$ cat config.mk
export PLATFORM = sky130hd
export DESIGN_NAME = favmem_traffic_gen
export DESIGN_NICKNAME = d
export VERILOG_FILES = /design/src/rtl/fmg_pkg.sv /design/src/rtl/fmg_lfsr.sv /design/src/rtl/fmg_target_pick.sv /design/src/rtl/fmg_distinct_count.sv /design/src/rtl/favmem_traffic_gen.sv
export SDC_FILE = /design/constraint.sdc
export NUM_CORES = 1
export LEC_CHECK = 0
export BUFFER_PORTS_ARGS = -buffer_cell sky130_fd_sc_hd__buf_4
export CAP_MARGIN = 0
export CORE_MARGIN = 4
export CORE_UTILIZATION = 64
export CTS_CLUSTER_SIZE = 28
export DETAILED_ROUTE_END_ITERATION = 10
export HOLD_SLACK_MARGIN = 0.03
export PLACE_DENSITY_LB_ADDON = 0.3
export SLEW_MARGIN = 20
export SYNTH_ARGS = -nofsm -noshare
export SYNTH_HDL_FRONTEND = slang
export SYNTH_SLANG_ARGS = --single-unit
$ cat constraint.sdc
create_clock -name clk -period 8.5 [get_ports clk]
set_input_delay 1.7 -clock clk [delete_from_list [all_inputs] [get_ports clk]]
set_output_delay 1.7 -clock clk [all_outputs]
set_load 0.02 [all_outputs]
$ cat src/rtl/fmg_pkg.sv
package fmg_pkg;

   typedef enum logic {
      FMG_FAVORED,
      FMG_UNIFORM
   } fmg_addr_mode_e;

   // Feedback tap mask for a maximal-length shift register of width w.
   function automatic logic [63:0] fmg_tap_mask(input int unsigned w);
      logic [63:0] m;
      m = '0;
      case (w)
         32: begin m[31] = 1'b1; m[21] = 1'b1; m[1]  = 1'b1; m[0]  = 1'b1; end
         48: begin m[47] = 1'b1; m[46] = 1'b1; m[20] = 1'b1; m[19] = 1'b1; end
         64: begin m[63] = 1'b1; m[62] = 1'b1; m[60] = 1'b1; m[59] = 1'b1; end
         default: m = '0;
      endcase
      return m;
   endfunction

   // Distinct nonzero start value per generator lane.
   function automatic logic [63:0] fmg_seed(input int unsigned idx, input int unsigned w);
      return 64'h6A09E667F3BCC909 ^ (64'(idx) << (w - 16));
   endfunction

endpackage

$ cat src/rtl/fmg_lfsr.sv
module fmg_lfsr
   import fmg_pkg::*;
#(
   parameter int unsigned       LFSR_W = 64,
   parameter int unsigned       STEPS  = 48,
   parameter logic [LFSR_W-1:0] SEED   = 1
) (
   input  logic             clk,
   input  logic             rst_n,
   output logic [STEPS-1:0] fresh
);

   localparam logic [63:0]       TAP_ALL = fmg_tap_mask(LFSR_W);
   localparam logic [LFSR_W-1:0] TAPS    = TAP_ALL[LFSR_W-1:0];

   if (STEPS > LFSR_W || STEPS < 1) begin : g_bad_steps
      $error("fmg_lfsr: STEPS must lie in 1..LFSR_W");
   end
   if (TAPS == '0) begin : g_bad_width
      $error("fmg_lfsr: unsupported LFSR_W");
   end
   if (SEED == '0) begin : g_bad_seed
      $error("fmg_lfsr: seed must be nonzero");
   end

   logic [LFSR_W-1:0] state_q;
   logic [LFSR_W-1:0] state_nxt;

   // Jump STEPS shifts per cycle so every output bit is new each cycle.
   always_comb begin
      state_nxt = state_q;
      for (int s = 0; s < STEPS; s++) begin
         state_nxt = {state_nxt[LFSR_W-2:0], ^(state_nxt & TAPS)};
      end
   end

   always_ff @(posedge clk or negedge rst_n) begin
      if (!rst_n) state_q <= SEED;
      else        state_q <= state_nxt;
   end

   assign fresh = state_nxt[STEPS-1:0];

endmodule

$ cat src/rtl/fmg_target_pick.sv
module fmg_target_pick
   import fmg_pkg::*;
#(
   parameter int unsigned  NUM_MEM  = 4,
   parameter int unsigned  DRAW_W   = 16,
   parameter int unsigned  PROC_IDX = 0,
   parameter bit           HAS_FAV  = 1'b1,
   localparam int unsigned IDX_W    = (NUM_MEM > 1) ? $clog2(NUM_MEM) : 1,
   localparam int unsigned THR_W    = DRAW_W + 1
) (
   input  logic [DRAW_W-1:0] draw_req,
   input  logic [DRAW_W-1:0] draw_fav,
   input  logic [DRAW_W-1:0] draw_idx,
   input  logic [THR_W-1:0]  req_thr,
   input  logic [THR_W-1:0]  fav_thr,
   output logic              want,
   output logic [IDX_W-1:0]  target
);

   localparam int unsigned    PROD_W = DRAW_W + IDX_W + 1;
   localparam fmg_addr_mode_e MODE   = (HAS_FAV && NUM_MEM > 1) ? FMG_FAVORED : FMG_UNIFORM;

   if (HAS_FAV && PROC_IDX >= NUM_MEM) begin : g_bad_idx
      $error("fmg_target_pick: favorite index out of range");
   end

   // Map a uniform draw onto 0..span-1 by fixed-point scaling.
   function automatic logic [IDX_W-1:0] scale_draw(input logic [DRAW_W-1:0] d,
                                                    input int unsigned     span);
      logic [PROD_W-1:0] prod;
      prod = PROD_W'(d) * PROD_W'(span);
      return IDX_W'(prod >> DRAW_W);
   endfunction

   assign want = ({1'b0, draw_req} < req_thr);

   if (NUM_MEM == 1) begin : g_single
      logic unused_single;
      assign unused_single = ^{draw_fav, draw_idx, fav_thr};
      assign target = '0;
   end else if (MODE == FMG_FAVORED) begin : g_favored
      logic             hit_fav;
      logic [IDX_W-1:0] other;
      assign hit_fav = ({1'b0, draw_fav} < fav_thr);
      assign other   = scale_draw(draw_idx, NUM_MEM - 1);
      // Skip over the favorite so the N-1 others share the remainder evenly.
      always_comb begin
         if (hit_fav)                        target = IDX_W'(PROC_IDX);
         else if (other >= IDX_W'(PROC_IDX)) target = other + 1'b1;
         else                                target = other;
      end
   end else begin : g_uniform
      logic unused_uniform;
      assign unused_uniform = ^{draw_fav, fav_thr};
      assign target = scale_draw(draw_idx, NUM_MEM);
   end

endmodule

$ cat src/rtl/fmg_distinct_count.sv
module fmg_distinct_count #(
   parameter int unsigned  NUM_PROC = 6,
   parameter int unsigned  NUM_MEM  = 4,
   localparam int unsigned IDX_W    = (NUM_MEM > 1) ? $clog2(NUM_MEM) : 1,
   localparam int unsigned CNT_W    = $clog2(NUM_MEM + 1)
) (
   input  logic [NUM_PROC-1:0]       valid,
   input  logic [NUM_PROC*IDX_W-1:0] targets,
   output logic [CNT_W-1:0]          count
);

   logic [NUM_MEM-1:0] touched;

   for (genvar j = 0; j < NUM_MEM; j++) begin : g_mem
      logic [NUM_PROC-1:0] hits;
      for (genvar p = 0; p < NUM_PROC; p++) begin : g_src
         assign hits[p] = valid[p] && (targets[p*IDX_W +: IDX_W] == IDX_W'(j));
      end
      assign touched[j] = |hits;
   end

   always_comb begin
      count = '0;
      for (int j = 0; j < NUM_MEM; j++) begin
         count = count + CNT_W'(touched[j]);
      end
   end

endmodule

$ cat src/rtl/favmem_traffic_gen.sv
module favmem_traffic_gen
   import fmg_pkg::*;
#(
   parameter int unsigned  NUM_PROC = 6,
   parameter int unsigned  NUM_MEM  = 4,
   parameter int unsigned  PROB_W   = 16,
   parameter int unsigned  LFSR_W   = 64,
   localparam int unsigned THR_W    = PROB_W + 1,
   localparam int unsigned IDX_W    = (NUM_MEM > 1) ? $clog2(NUM_MEM) : 1,
   localparam int unsigned CNT_W    = $clog2(NUM_MEM + 1)
) (
   input  logic                      clk,
   input  logic                      rst_n,
   input  logic [THR_W-1:0]          req_prob,
   input  logic [THR_W-1:0]          fav_prob,
   output logic [NUM_PROC-1:0]       req_valid,
   output logic [NUM_PROC*IDX_W-1:0] req_target,
   output logic [CNT_W-1:0]          distinct_cnt
);

   localparam int unsigned DRAW_STEPS = 3 * PROB_W;

   if (NUM_PROC < 1 || NUM_MEM < 1) begin : g_bad_size
      $error("favmem_traffic_gen: need at least one processor and one memory");
   end
   if (PROB_W < 4 || DRAW_STEPS > LFSR_W) begin : g_bad_draw
      $error("favmem_traffic_gen: three draws of PROB_W bits must fit in LFSR_W");
   end
   if (NUM_PROC > (1 << (LFSR_W - 16 < 16 ? LFSR_W - 16 : 16))) begin : g_bad_seeds
      $error("favmem_traffic_gen: too many processors for distinct seeds");
   end

   logic [NUM_PROC-1:0]       want_d;
   logic [NUM_PROC*IDX_W-1:0] target_d;

   for (genvar i = 0; i < NUM_PROC; i++) begin : g_proc
      localparam logic [63:0] SEED_ALL = fmg_seed(i, LFSR_W);
      logic [DRAW_STEPS-1:0] fresh;

      fmg_lfsr #(
         .LFSR_W (LFSR_W),
         .STEPS  (DRAW_STEPS),
         .SEED   (SEED_ALL[LFSR_W-1:0])
      ) u_rng (
         .clk   (clk),
         .rst_n (rst_n),
         .fresh (fresh)
      );

      fmg_target_pick #(
         .NUM_MEM  (NUM_MEM),
         .DRAW_W   (PROB_W),
         .PROC_IDX (i),
         .HAS_FAV  (i < NUM_MEM)
      ) u_pick (
         .draw_req (fresh[PROB_W-1:0]),
         .draw_fav (fresh[2*PROB_W-1:PROB_W]),
         .draw_idx (fresh[3*PROB_W-1:2*PROB_W]),
         .req_thr  (req_prob),
         .fav_thr  (fav_prob),
         .want     (want_d[i]),
         .target   (target_d[i*IDX_W +: IDX_W])
      );
   end

   always_ff @(posedge clk or negedge rst_n) begin
      if (!rst_n) begin
         req_valid  <= '0;
         req_target <= '0;
      end else begin
         req_valid  <= want_d;
         req_target <= target_d;
      end
   end

   fmg_distinct_count #(
      .NUM_PROC (NUM_PROC),
      .NUM_MEM  (NUM_MEM)
   ) u_count (
      .valid   (req_valid),
      .targets (req_target),
      .count   (distinct_cnt)
   );

endmodule

==> results.toml, run 1 <==
[synthesis]
synth-edff-count = 0
yosysWarnings = 0
ys_ff_latch = 402
ys.flop_type = "dfrtp_1"
synth.avg_cell_area_sq_um = 12.5
synthArstFlopShare = 1.00
syn_nets = 1903
yosysUniqueCellTypes = 66
syn_area_sq_um = 20900
netlist_instances = 1679
ys_seq_area_frac = 0.492

[setup_path]
reg2reg_depth = 10
r2r-end = "req_target[2]"
endpoint_kind = "output pin"
cp.required_ns = 6.80
critPathMaxFanout = 5
cp_data_arrival_time_ns = 2.91
startpoint = "req_valid[2]"
worstSetupPathType = "flop to output pin"
startpoint_type = "flop"
r2r-start = "g_proc[1].u_rng.state_q[59]"
r2r_slack_ns = 4.62
crit_end = "distinct_cnt[1]"

[cts]
post_cts_buffers = 0
clkSlewWorstSetupHoldPaths_ns = 0.06
clk_latency_ns = 0.55
hold_buffers = 0
cts_buffers = 42
htree_levels = 2
cts.repair.resized = 0
cts_root_buf = "clkbuf_16"
clockBufferDepth = 3
cts_tree = "built"
cts_sinks = 402

[sta]
hold_viol_final = 0
timing.fmax_ghz = 0.217
drv_slew = 0
finClkSkew_ns = 0.0149
setup_ws_ns = 3.89
fin_crit_sh = 0.542
relSlewSlack = 0.400
rsz0062_at_grt = "false"
finalSetupTns_ns = 0
fin_crit_ns = 4.61
setup_viol = 0
tightest_slew_ns = 0.900

[floorplan]
start_util = 0.655
die_h_microns = 189
core_area_sq_um = 32000
die_width_microns = 189
num_rows = 65
die_area_sq_um = 35700
ios = 57

[route]
drtIter0Drc = 794
via_count = 12900
wirelength_mm = 48.1
drt_pass1_iterations = 5
drc_errors = 0
viasPerCell = 5.74
ant_nets = 0
wl_per_cell_microns = 21.4

[place]
gp_congestion = 0.902
numPortBuffers = 56
dp_hpwl_mm = 35.8
pre_cts_ws_ns = 4.49

[power]
clock_power_share = 0.486
power_frac_seq = 0.484
switching_share = 0.215
pwr-share-comb = 0.030
peakVddDrop_v = 0.000147
leakagePower_nw = 10.7
power_density_nw_per_um2 = 169
power.internal_mw = 3.11
p_switching_mw = 0.852

[layout]
final_cell_mix = "xnor2_1, xor2_1, dfrtp_1, dfstp_2, ha_1"
area_growth_pct = 11.9
final_layout_size_suffix_gt1_frac = 0.193
mostFrequentLayoutCell = "xnor2_1"
nets = 2000
fillCellCount = 2163

[grt]
grt-ovfl-total = 0
grt_pass1_vias = 13900
grt_max_degree = 167
grt_first_pass_wirelength_mm = 75.2
grt_antenna_before_repair = 1
grt.total_usage = 0.272

[worst_hold_path]
hold_path_depth = 0
worstHoldPathType = "flop to flop"

[flow_run]
max-cap-violations = 0

[run_status]
status = "finished, final reports clean"
final cells by class:
cell class,instances,area (sq um),area share
Antenna cell,1,2.50,0.000107
Clock buffer,59,1290,0.0550
Clock inverter,19,204,0.00870
Inverter,59,221,0.00944
Multi-Input combinational cell,1211,10400,0.443
Sequential cell,402,10300,0.440
Tap cell,435,544,0.0232
Timing Repair Buffer,60,490,0.0209
cells in the mapped netlist (7+ instances only):
master / n / area share
a211o_1: 8 / 0.0033
a211oi_1: 11 / 0.0039
a21o_1: 22 / 0.0079
a21oi_1: 47 / 0.011
a31oi_1: 8 / 0.0024
and4_1: 8 / 0.0033
dfrtp_1: 203 / 0.24
dfstp_2: 199 / 0.25
ha_1: 187 / 0.11
inv_1: 59 / 0.011
nand2_1: 25 / 0.0045
nand2b_1: 8 / 0.0024
nand3_1: 11 / 0.0026
nand4_1: 8 / 0.0024
nor2_1: 42 / 0.0075
nor2b_1: 10 / 0.0030
nor3_1: 18 / 0.0043
o2111ai_1: 7 / 0.0029
o211ai_1: 7 / 0.0025
o21a_1: 11 / 0.0039
o21ai_0: 44 / 0.011
xnor2_1: 429 / 0.18
xor2_1: 210 / 0.088
worst max-delay path, cell delays in order (launching register included):
cell and delay [ns]:
dfrtp_1 0.48, nor3b_1 0.19, nor4_1 0.32, o221ai_1 0.19, ha_1 0.34, fa_1 0.40, ha_1 0.28, buf_4 0.16
stage by stage:
stage	total power, mW	utilization	hold slack, ns	cells	area [sq um]
6_report	3.96	0.734	0.347	2246	23400
5_1_grt	4.09	0.734	0.349	2245	23400
4_1_cts	3.99	0.733	0.349	2244	23400
3_5_place_dp	2.07	0.686	0.336	2166	21900
3_3_place_gp	2.06	0.686	0.331	2166	21900
2_1_floorplan	1.99	-	0.331	1679	20900
per-layer routing:
layer  global-route usage  wire length, microns  vias up
li1                     -                     -     5861
met1                0.351                 19800     6441
met2                0.462                 23400      445
met5                    0                     0        -
met4               0.0975                  1870        0
met3               0.0522                  3080      149
cells by family (layout without fill, tap and decap cells):
logic type	count (synthesis)	count (layout)	share of synthesized area
flops	402	402	0.492
buf+inv	66	197	0.0120
simple gates	158	158	0.0395
compound gates	215	215	0.0692
xor+xnor	644	644	0.271
fa+ha+maj	188	188	0.113
other cells	0	1	0
mux	6	6	0.00322
worst min path at each step:
stage | start | end | slack [ns]
4_1_cts | g_proc[0].u_rng.state_q[10] | g_proc[0].u_rng.state_q[58] | 0.35
2_1_floorplan | g_proc[0].u_rng.state_q[1] | g_proc[0].u_rng.state_q[49] | 0.33
3_3_place_gp | g_proc[2].u_rng.state_q[10] | g_proc[2].u_rng.state_q[58] | 0.33
3_5_place_dp | g_proc[0].u_rng.state_q[10] | g_proc[0].u_rng.state_q[58] | 0.34
6_report | g_proc[1].u_rng.state_q[7] | g_proc[1].u_rng.state_q[55] | 0.35
5_1_grt | g_proc[2].u_rng.state_q[11] | g_proc[2].u_rng.state_q[59] | 0.35
state kept, by name, summed over array words and instances, names as in the netlist:
signal / cells
req_target: 12
g_proc.u_rng.state_q: 384
req_valid: 6
power by group through the flow:
stage / sequential [mW] / combinational, mW / clock (mW)
finish: 1.92 / 0.118 / 1.92
global route: 1.92 / 0.132 / 2.04
CTS: 1.92 / 0.116 / 1.95
detailed placement: 1.95 / 0.116 / 0
global placement: 1.95 / 0.111 / 0
floorplan: 1.95 / 0.0388 / 0
Note: power is estimated with default switching activity, not from simulation.
==> run 2, diff against run 1 <==
--- a/config.mk
+++ b/config.mk
@@ -5,10 +5,11 @@
 export SDC_FILE = /design/constraint.sdc
 export NUM_CORES = 1
 export LEC_CHECK = 0
+export ABC_AREA = 1
 export BUFFER_PORTS_ARGS = -buffer_cell sky130_fd_sc_hd__buf_4
 export CAP_MARGIN = 0
 export CORE_MARGIN = 4
-export CORE_UTILIZATION = 64
+export CORE_UTILIZATION = 57
 export CTS_CLUSTER_SIZE = 28
 export DETAILED_ROUTE_END_ITERATION = 10
 export HOLD_SLACK_MARGIN = 0.03
==> constraint.sdc (replaced) <==
create_clock -name clk -period 4.2 [get_ports clk]
set_input_delay 0.84 -clock clk [delete_from_list [all_inputs] [get_ports clk]]
set_output_delay 0.84 -clock clk [all_outputs]
set_load 0.02 [all_outputs]
==> run 2 against run 1 <==
Global-route usage down 2.5 points. Sequential cell count unchanged. Sequential share of layout area down 1.7 points. Non-clock buffer count up 3. Combinational power up 120%. Synthesized cell count up 25%. Die area up 16%. Critical path type unchanged. Largest cell class unchanged.
==> results.toml, run 2 <==
[route]
ant_nets = 0
drtIter0Drc = 832
wl_per_cell_microns = 18.4
wirelength_mm = 50.5
via_count = 14400
drt_pass1_iterations = 7
drc_errors = 0
viasPerCell = 5.24

[cts]
clkSlewWorstSetupHoldPaths_ns = 0.06
hold_buffers = 0
cts_buffers = 44
cts.repair.resized = 0
post_cts_buffers = 0
cts_tree = "built"
cts_sinks = 402
cts_root_buf = "clkbuf_16"
clockBufferDepth = 3
htree_levels = 2
clk_latency_ns = 0.55

[sta]
hold_viol_final = 0
rsz0062_at_grt = "false"
tightest_slew_ns = 0.741
setup_ws_ns = 0.723
finalSetupTns_ns = 0
fin_hold_ws_ns = 0.276
setup_viol = 0
fin_crit_sh = 0.828
fin_crit_ns = 3.48
finClkSkew_ns = 0.0167
timing.fmax_ghz = 0.288
relSlewSlack = 0.506
drv_slew = 0

[setup_path]
cp_data_arrival_time_ns = 2.64
r2r_slack_ns = 1.11
cp_common_cell = "ha_1"
r2r-start = "g_proc[0].u_rng.state_q[45]"
critPathMaxStageDelay_ns = 0.55
r2r-end = "req_target[0]"
cp.required_ns = 3.36
endpoint_kind = "output pin"
startpoint_type = "flop"
path_cells = "inv_1 -> a31oi_1 -> nand4_1 -> ha_1 -> fa_1 -> ha_1 -> buf_4"
worstSetupPathType = "flop to output pin"
critPathMaxFanout = 4
reg2reg_depth = 12
crit_slowest_cell = "dfrtp_1"

[synthesis]
synth-edff-count = 0
synthArstFlopShare = 1.00
syn_area_sq_um = 21800
syn_nets = 2321
yosys-top-cells-area = "dfstp_2, dfrtp_1, xnor2_1, ha_1, xor2_1"
ys.flop_type = "dfrtp_1"
yosysMostFrequentCell = "xnor2_1"
synth.avg_cell_area_sq_um = 10.4
yosys.area.top_type_share = 0.239
ys_ff_latch = 402
yosysUniqueCellTypes = 41
yosys-top-cells-count = "xnor2_1, nand2_1, dfrtp_1, inv_1, dfstp_2"
yosysWarnings = 0
yosysTopAreaCell = "dfstp_2"
netlist_instances = 2097
ys_seq_area_frac = 0.472

[place]
dp_cells = 2670
gp_congestion = 0.920
dp_hpwl_mm = 38.8
numPortBuffers = 56
pre_cts_ws_ns = 0.985
placed_cell_area_sq_um = 23000

[layout]
instances_no_fill = 2752
nets = 2429
final_cell_mix = "xnor2_1, nand2_1, dfrtp_1, inv_1, dfstp_2"
fillCellCount = 2865
final_core_util = 0.647
largest_register_ffs = 384
mostFrequentLayoutCell = "xnor2_1"
top_regs = "g_proc.u_rng.state_q x384, req_target x12, req_valid x6"
final_layout_size_suffix_gt1_frac = 0.160
area_growth_pct = 11.7
fin_area_sq_um = 24400
n_antenna_cell = 0
largest_register = "g_proc.u_rng.state_q"

[floorplan]
num_rows = 71
die_h_microns = 204
core_area_sq_um = 37800
die_area_sq_um = 41500
start_util = 0.579
ios = 57
die_width_microns = 204

[power]
power_frac_seq = 0.493
pwr-share-comb = 0.033
p_switching_mw = 1.74
leakagePower_nw = 11.9
switching_share = 0.222
peakVddDrop_v = 0.000328
power.internal_mw = 6.13
power_density_nw_per_um2 = 322
finalPower_mw = 7.87
clock_power_share = 0.474

[worst_hold_path]
worstHoldPathType = "input port to asynchronous set/reset pin"

[grt]
grt_max_degree = 94
grt_pass1_vias = 15400
grt_first_pass_wirelength_mm = 80.8
grt.total_usage = 0.247
grt-ovfl-total = 0
grt_antenna_before_repair = 0

[run_status]
status = "finished, final reports clean"

[flow_run]
max-cap-violations = 0
## run 2: area by class of cell
type	instances	area, sq um	share of cell area
repair buffers	63	518	0.0212
clock inverters	17	136	0.00559
inverters	202	759	0.0311
clock buffers	65	1270	0.0521
multi-input cells	1492	10800	0.442
well taps	511	639	0.0262
flip-flops and latches	402	10300	0.422
## run 2: cell families (layout without fill, tap and decap cells)
kind of cell / Yosys count / count (layout) / synth area share
xor gates and xnor gates: 575 / 575 / 0.233
and+or+nand+nor: 556 / 556 / 0.106
DFF: 402 / 402 / 0.472
buffers and inverters: 203 / 347 / 0.0349
adders and majority gates: 188 / 188 / 0.108
AOI/OAI and AO/OA: 173 / 173 / 0.0464
## run 2: worst max path at each step
stage                   from              end  slack, ns  cells after the start
2_1_floorplan  req_target[4]  distinct_cnt[1]       1.39                      8
3_3_place_gp     fav_prob[2]    req_target[0]       1.00                      9
3_5_place_dp     fav_prob[2]    req_target[0]       0.99                      9
4_1_cts        req_target[1]  distinct_cnt[1]       0.67                      7
5_1_grt        req_target[1]  distinct_cnt[1]       0.53                      7
6_report       req_target[1]  distinct_cnt[1]       0.72                      7
## run 2: worst max-delay path, delay by kind of cell (launching register included)
kind	cells	cell delay [ns]
fa+ha+maj	3	1.02
compound gates	1	0.16
flops	1	0.55
simple gates	1	0.11
buf+inv	2	0.26
## run 2: power groups by stage
stage / registers, mW / logic, mW / clock network (mW)
2_1_floorplan: 3.95 / 0.0906 / 0
5_1_grt: 3.88 / 0.290 / 3.96
4_1_cts: 3.88 / 0.261 / 3.79
3_3_place_gp: 3.95 / 0.247 / 0
3_5_place_dp: 3.95 / 0.259 / 0
6_report: 3.88 / 0.257 / 3.73
## run 2: per-layer routing
layer / track usage / vias to the layer above / wire length, microns
met5: 0 / - / 0
met4: 0.0973 / 0 / 2110
met3: 0.0363 / 113 / 2220
met2: 0.420 / 327 / 24600
met1: 0.322 / 7055 / 21600
li1: - / 6934 / -
==> run 3, diff against run 2 <==
==> constraint.sdc (replaced) <==
create_clock -name clk -period 3.06 [get_ports clk]
set_input_delay 0.612 -clock clk [delete_from_list [all_inputs] [get_ports clk]]
set_output_delay 0.612 -clock clk [all_outputs]
set_load 0.02 [all_outputs]
==> run 3 against run 2 <==
The run now ends with negative setup slack left. Largest cell class unchanged. Register-to-register slack worse by 0.89 ns. Routed wire length is 1.2% higher. Non-clock buffer count is 18 higher. Via count is 1.4% higher. Largest power group is now clock. Worst setup slack worse by 0.76 ns. Critical path type unchanged. Sequential share of layout area is 0.52 points lower. Highest routed layer is now met5.
==> results.toml, run 3 (same netlist as run 2, synthesis figures left out) <==
[run_status]
status = "complete, but fails checks"
violations = "negative setup slack"

[sta]
rsz0062_at_grt = "true"
timing.fmax_ghz = 0.323
tightest_slew_ns = 0.664
fin_hold_ws_ns = 0.0692
hold_viol_final = 0
finalSetupTns_ns = -0.0362
finClkSkew_ns = 0.00992
relSlewSlack = 0.557
fin_crit_ns = 3.10
drv_slew = 0
fin_crit_sh = 1.01
setup_ws_ns = -0.0362
setup_viol = 1

[layout]
final_layout_size_suffix_gt1_frac = 0.174
final_core_util = 0.655
instances_no_fill = 2766
area_growth_pct = 13.1
mostFrequentLayoutCell = "xnor2_1"
largest_register_ffs = 384
largest_register = "g_proc.u_rng.state_q"
final_cell_mix = "xnor2_1, nand2_1, dfrtp_1, dfstp_2, inv_1"
top_regs = "g_proc.u_rng.state_q x384, req_target x12, req_valid x6"
nets = 2446
n_antenna_cell = 0

[power]
power_density_nw_per_um2 = 453
leakagePower_nw = 12.0
finalPower_mw = 11.2
peakVddDrop_v = 0.000356

[cts]
cts_buffers = 43
cts_root_buf = "clkbuf_16"
clk_latency_ns = 0.54
clockBufferDepth = 3
htree_levels = 2
clkSlewWorstSetupHoldPaths_ns = 0.06
hold_buffers = 0
cts_tree = "built"
cts_sinks = 402

[setup_path]
path_buf_inv = 2
endpoint_kind = "output pin"
startpoint = "req_target[5]"
r2r_slack_ns = 0.22
cp.required_ns = 2.45
path_cells = "buf_4 -> o22ai_2 -> a31oi_1 -> nand4_1 -> ha_1 -> fa_2 -> ha_4 -> buf_6"
crit_slowest_cell = "dfrtp_1"
cpLargestDelayFamily = "adder cells"
critPathMaxStageDelay_ns = 0.41
r2r-start = "g_proc[1].u_rng.state_q[57]"
startpoint_type = "flop"
critPathMaxFanout = 4
worstSetupPathType = "flop to output pin"
cp_data_arrival_time_ns = 2.48

[grt]
grt_antenna_before_repair = 1
grt-ovfl-total = 0
grt_first_pass_wirelength_mm = 81.2
grt_max_degree = 81
grt_pass1_vias = 15500
grt.total_usage = 0.249

[route]
wirelength_mm = 51.1
drtIter0Drc = 837
drc_errors = 0
wl_per_cell_microns = 18.5
ant_nets = 0
viasPerCell = 5.29
via_count = 14600
drt_pass1_iterations = 5

[floorplan]
core_area_sq_um = 37800
ios = 57
die_width_microns = 204
start_util = 0.579
die_h_microns = 204
die_area_sq_um = 41500
num_rows = 71

[place]
dp_cells = 2683
numPortBuffers = 56
gp_congestion = 0.952
dp_hpwl_mm = 39.1

[worst_hold_path]
worstHoldPathType = "input port to asynchronous set/reset pin"

[flow_run]
max-cap-violations = 0
[run 3: changes by cell type in the layout (fill, tap and decap cells not counted), moves of 3 or more]
| cell | previous run | this run |
|---|---|---|
| buf_4 | 59 | 72 |
| dfrtp_2 | 0 | 3 |
| dfrtp_1 | 203 | 200 |
| clkbuf_8 | 7 | 11 |
| bufinv_16 | 1 | 6 |
| buf_6 | 0 | 3 |
| clkbuf_1 | 13 | 3 |
[run 3: where the power goes]
part | switching [mW] | total, mW | internal, mW | leakage [nW]
registers | 0.00000302 | 5.33 | 5.33 | 4.83
clock network | 2.14 | 5.50 | 3.36 | 0.747
logic | 0.269 | 0.376 | 0.107 | 6.47
[run 3: layer usage]
layer | vias up | GRT usage | part of all wire
met4 | 2 | 0.112 | 0.051
met5 | - | 0 | 0.00033
met1 | 7103 | 0.315 | 0.41
met3 | 148 | 0.0499 | 0.056
met2 | 398 | 0.415 | 0.48
li1 | 6973 | - | -
[run 3: worst paths after layout]
| kind | to | cells after the start |
|---|---|---|
| worst max register to register | req_target[3] | 14 |
| worst max-delay path | distinct_cnt[1] | 8 |
| worst min-delay path | g_proc[5].u_rng.state_q[52] | 1 |
| max in group asynchronous | g_proc[4].u_rng.state_q[31] | 2 |
| worst min register to register | g_proc[4].u_rng.state_q[54] | 0 |
| min in group clk | g_proc[4].u_rng.state_q[54] | 0 |
[run 3: layout make-up]
cell class              count  area [sq um]
repair buffers             81           689
multi-input cells        1492         10800
well taps                 511           639
clock inverters            21           282
inverters                 202           759
clock buffers              57          1240
flip-flops and latches    402         10300
fillers                  2825         13000
[run 3: worst register-to-register path, cell delays in order, from the launching register on]
cell	delay [ns]
dfstp_2	0.57
xnor2_2	0.10
xnor2_1	0.33
ha_1	0.33
a21o_1	0.20
a31oi_1	0.14
o21bai_1	0.10
a21oi_2	0.16
nand2_1	0.07
nand2_1	0.06
nand2_1	0.05
ha_1	0.28
inv_1	0.10
nand2_1	0.08
inv_1	0.17
[run 3: what timing repair did]
| item | 4_1_cts | 5_1_grt |
|---|---|---|
| setup buffers | 1 | 4 |
| hold endpoints to repair | 0 | 0 |
| setup endpoints to repair | 3 | 3 |
| pin swaps | 3 | 2 |
| gates resized for setup | 7 | 5 |
[run 3: through the flow]
stage               setup slack [ns]  cell area, sq um
floorplan                      0.478             21800
global placement               0.304             23100
detailed placement             0.256             23100
CTS                          -0.0533             24700
global route                  -0.140             24700
finish                       -0.0362             24700
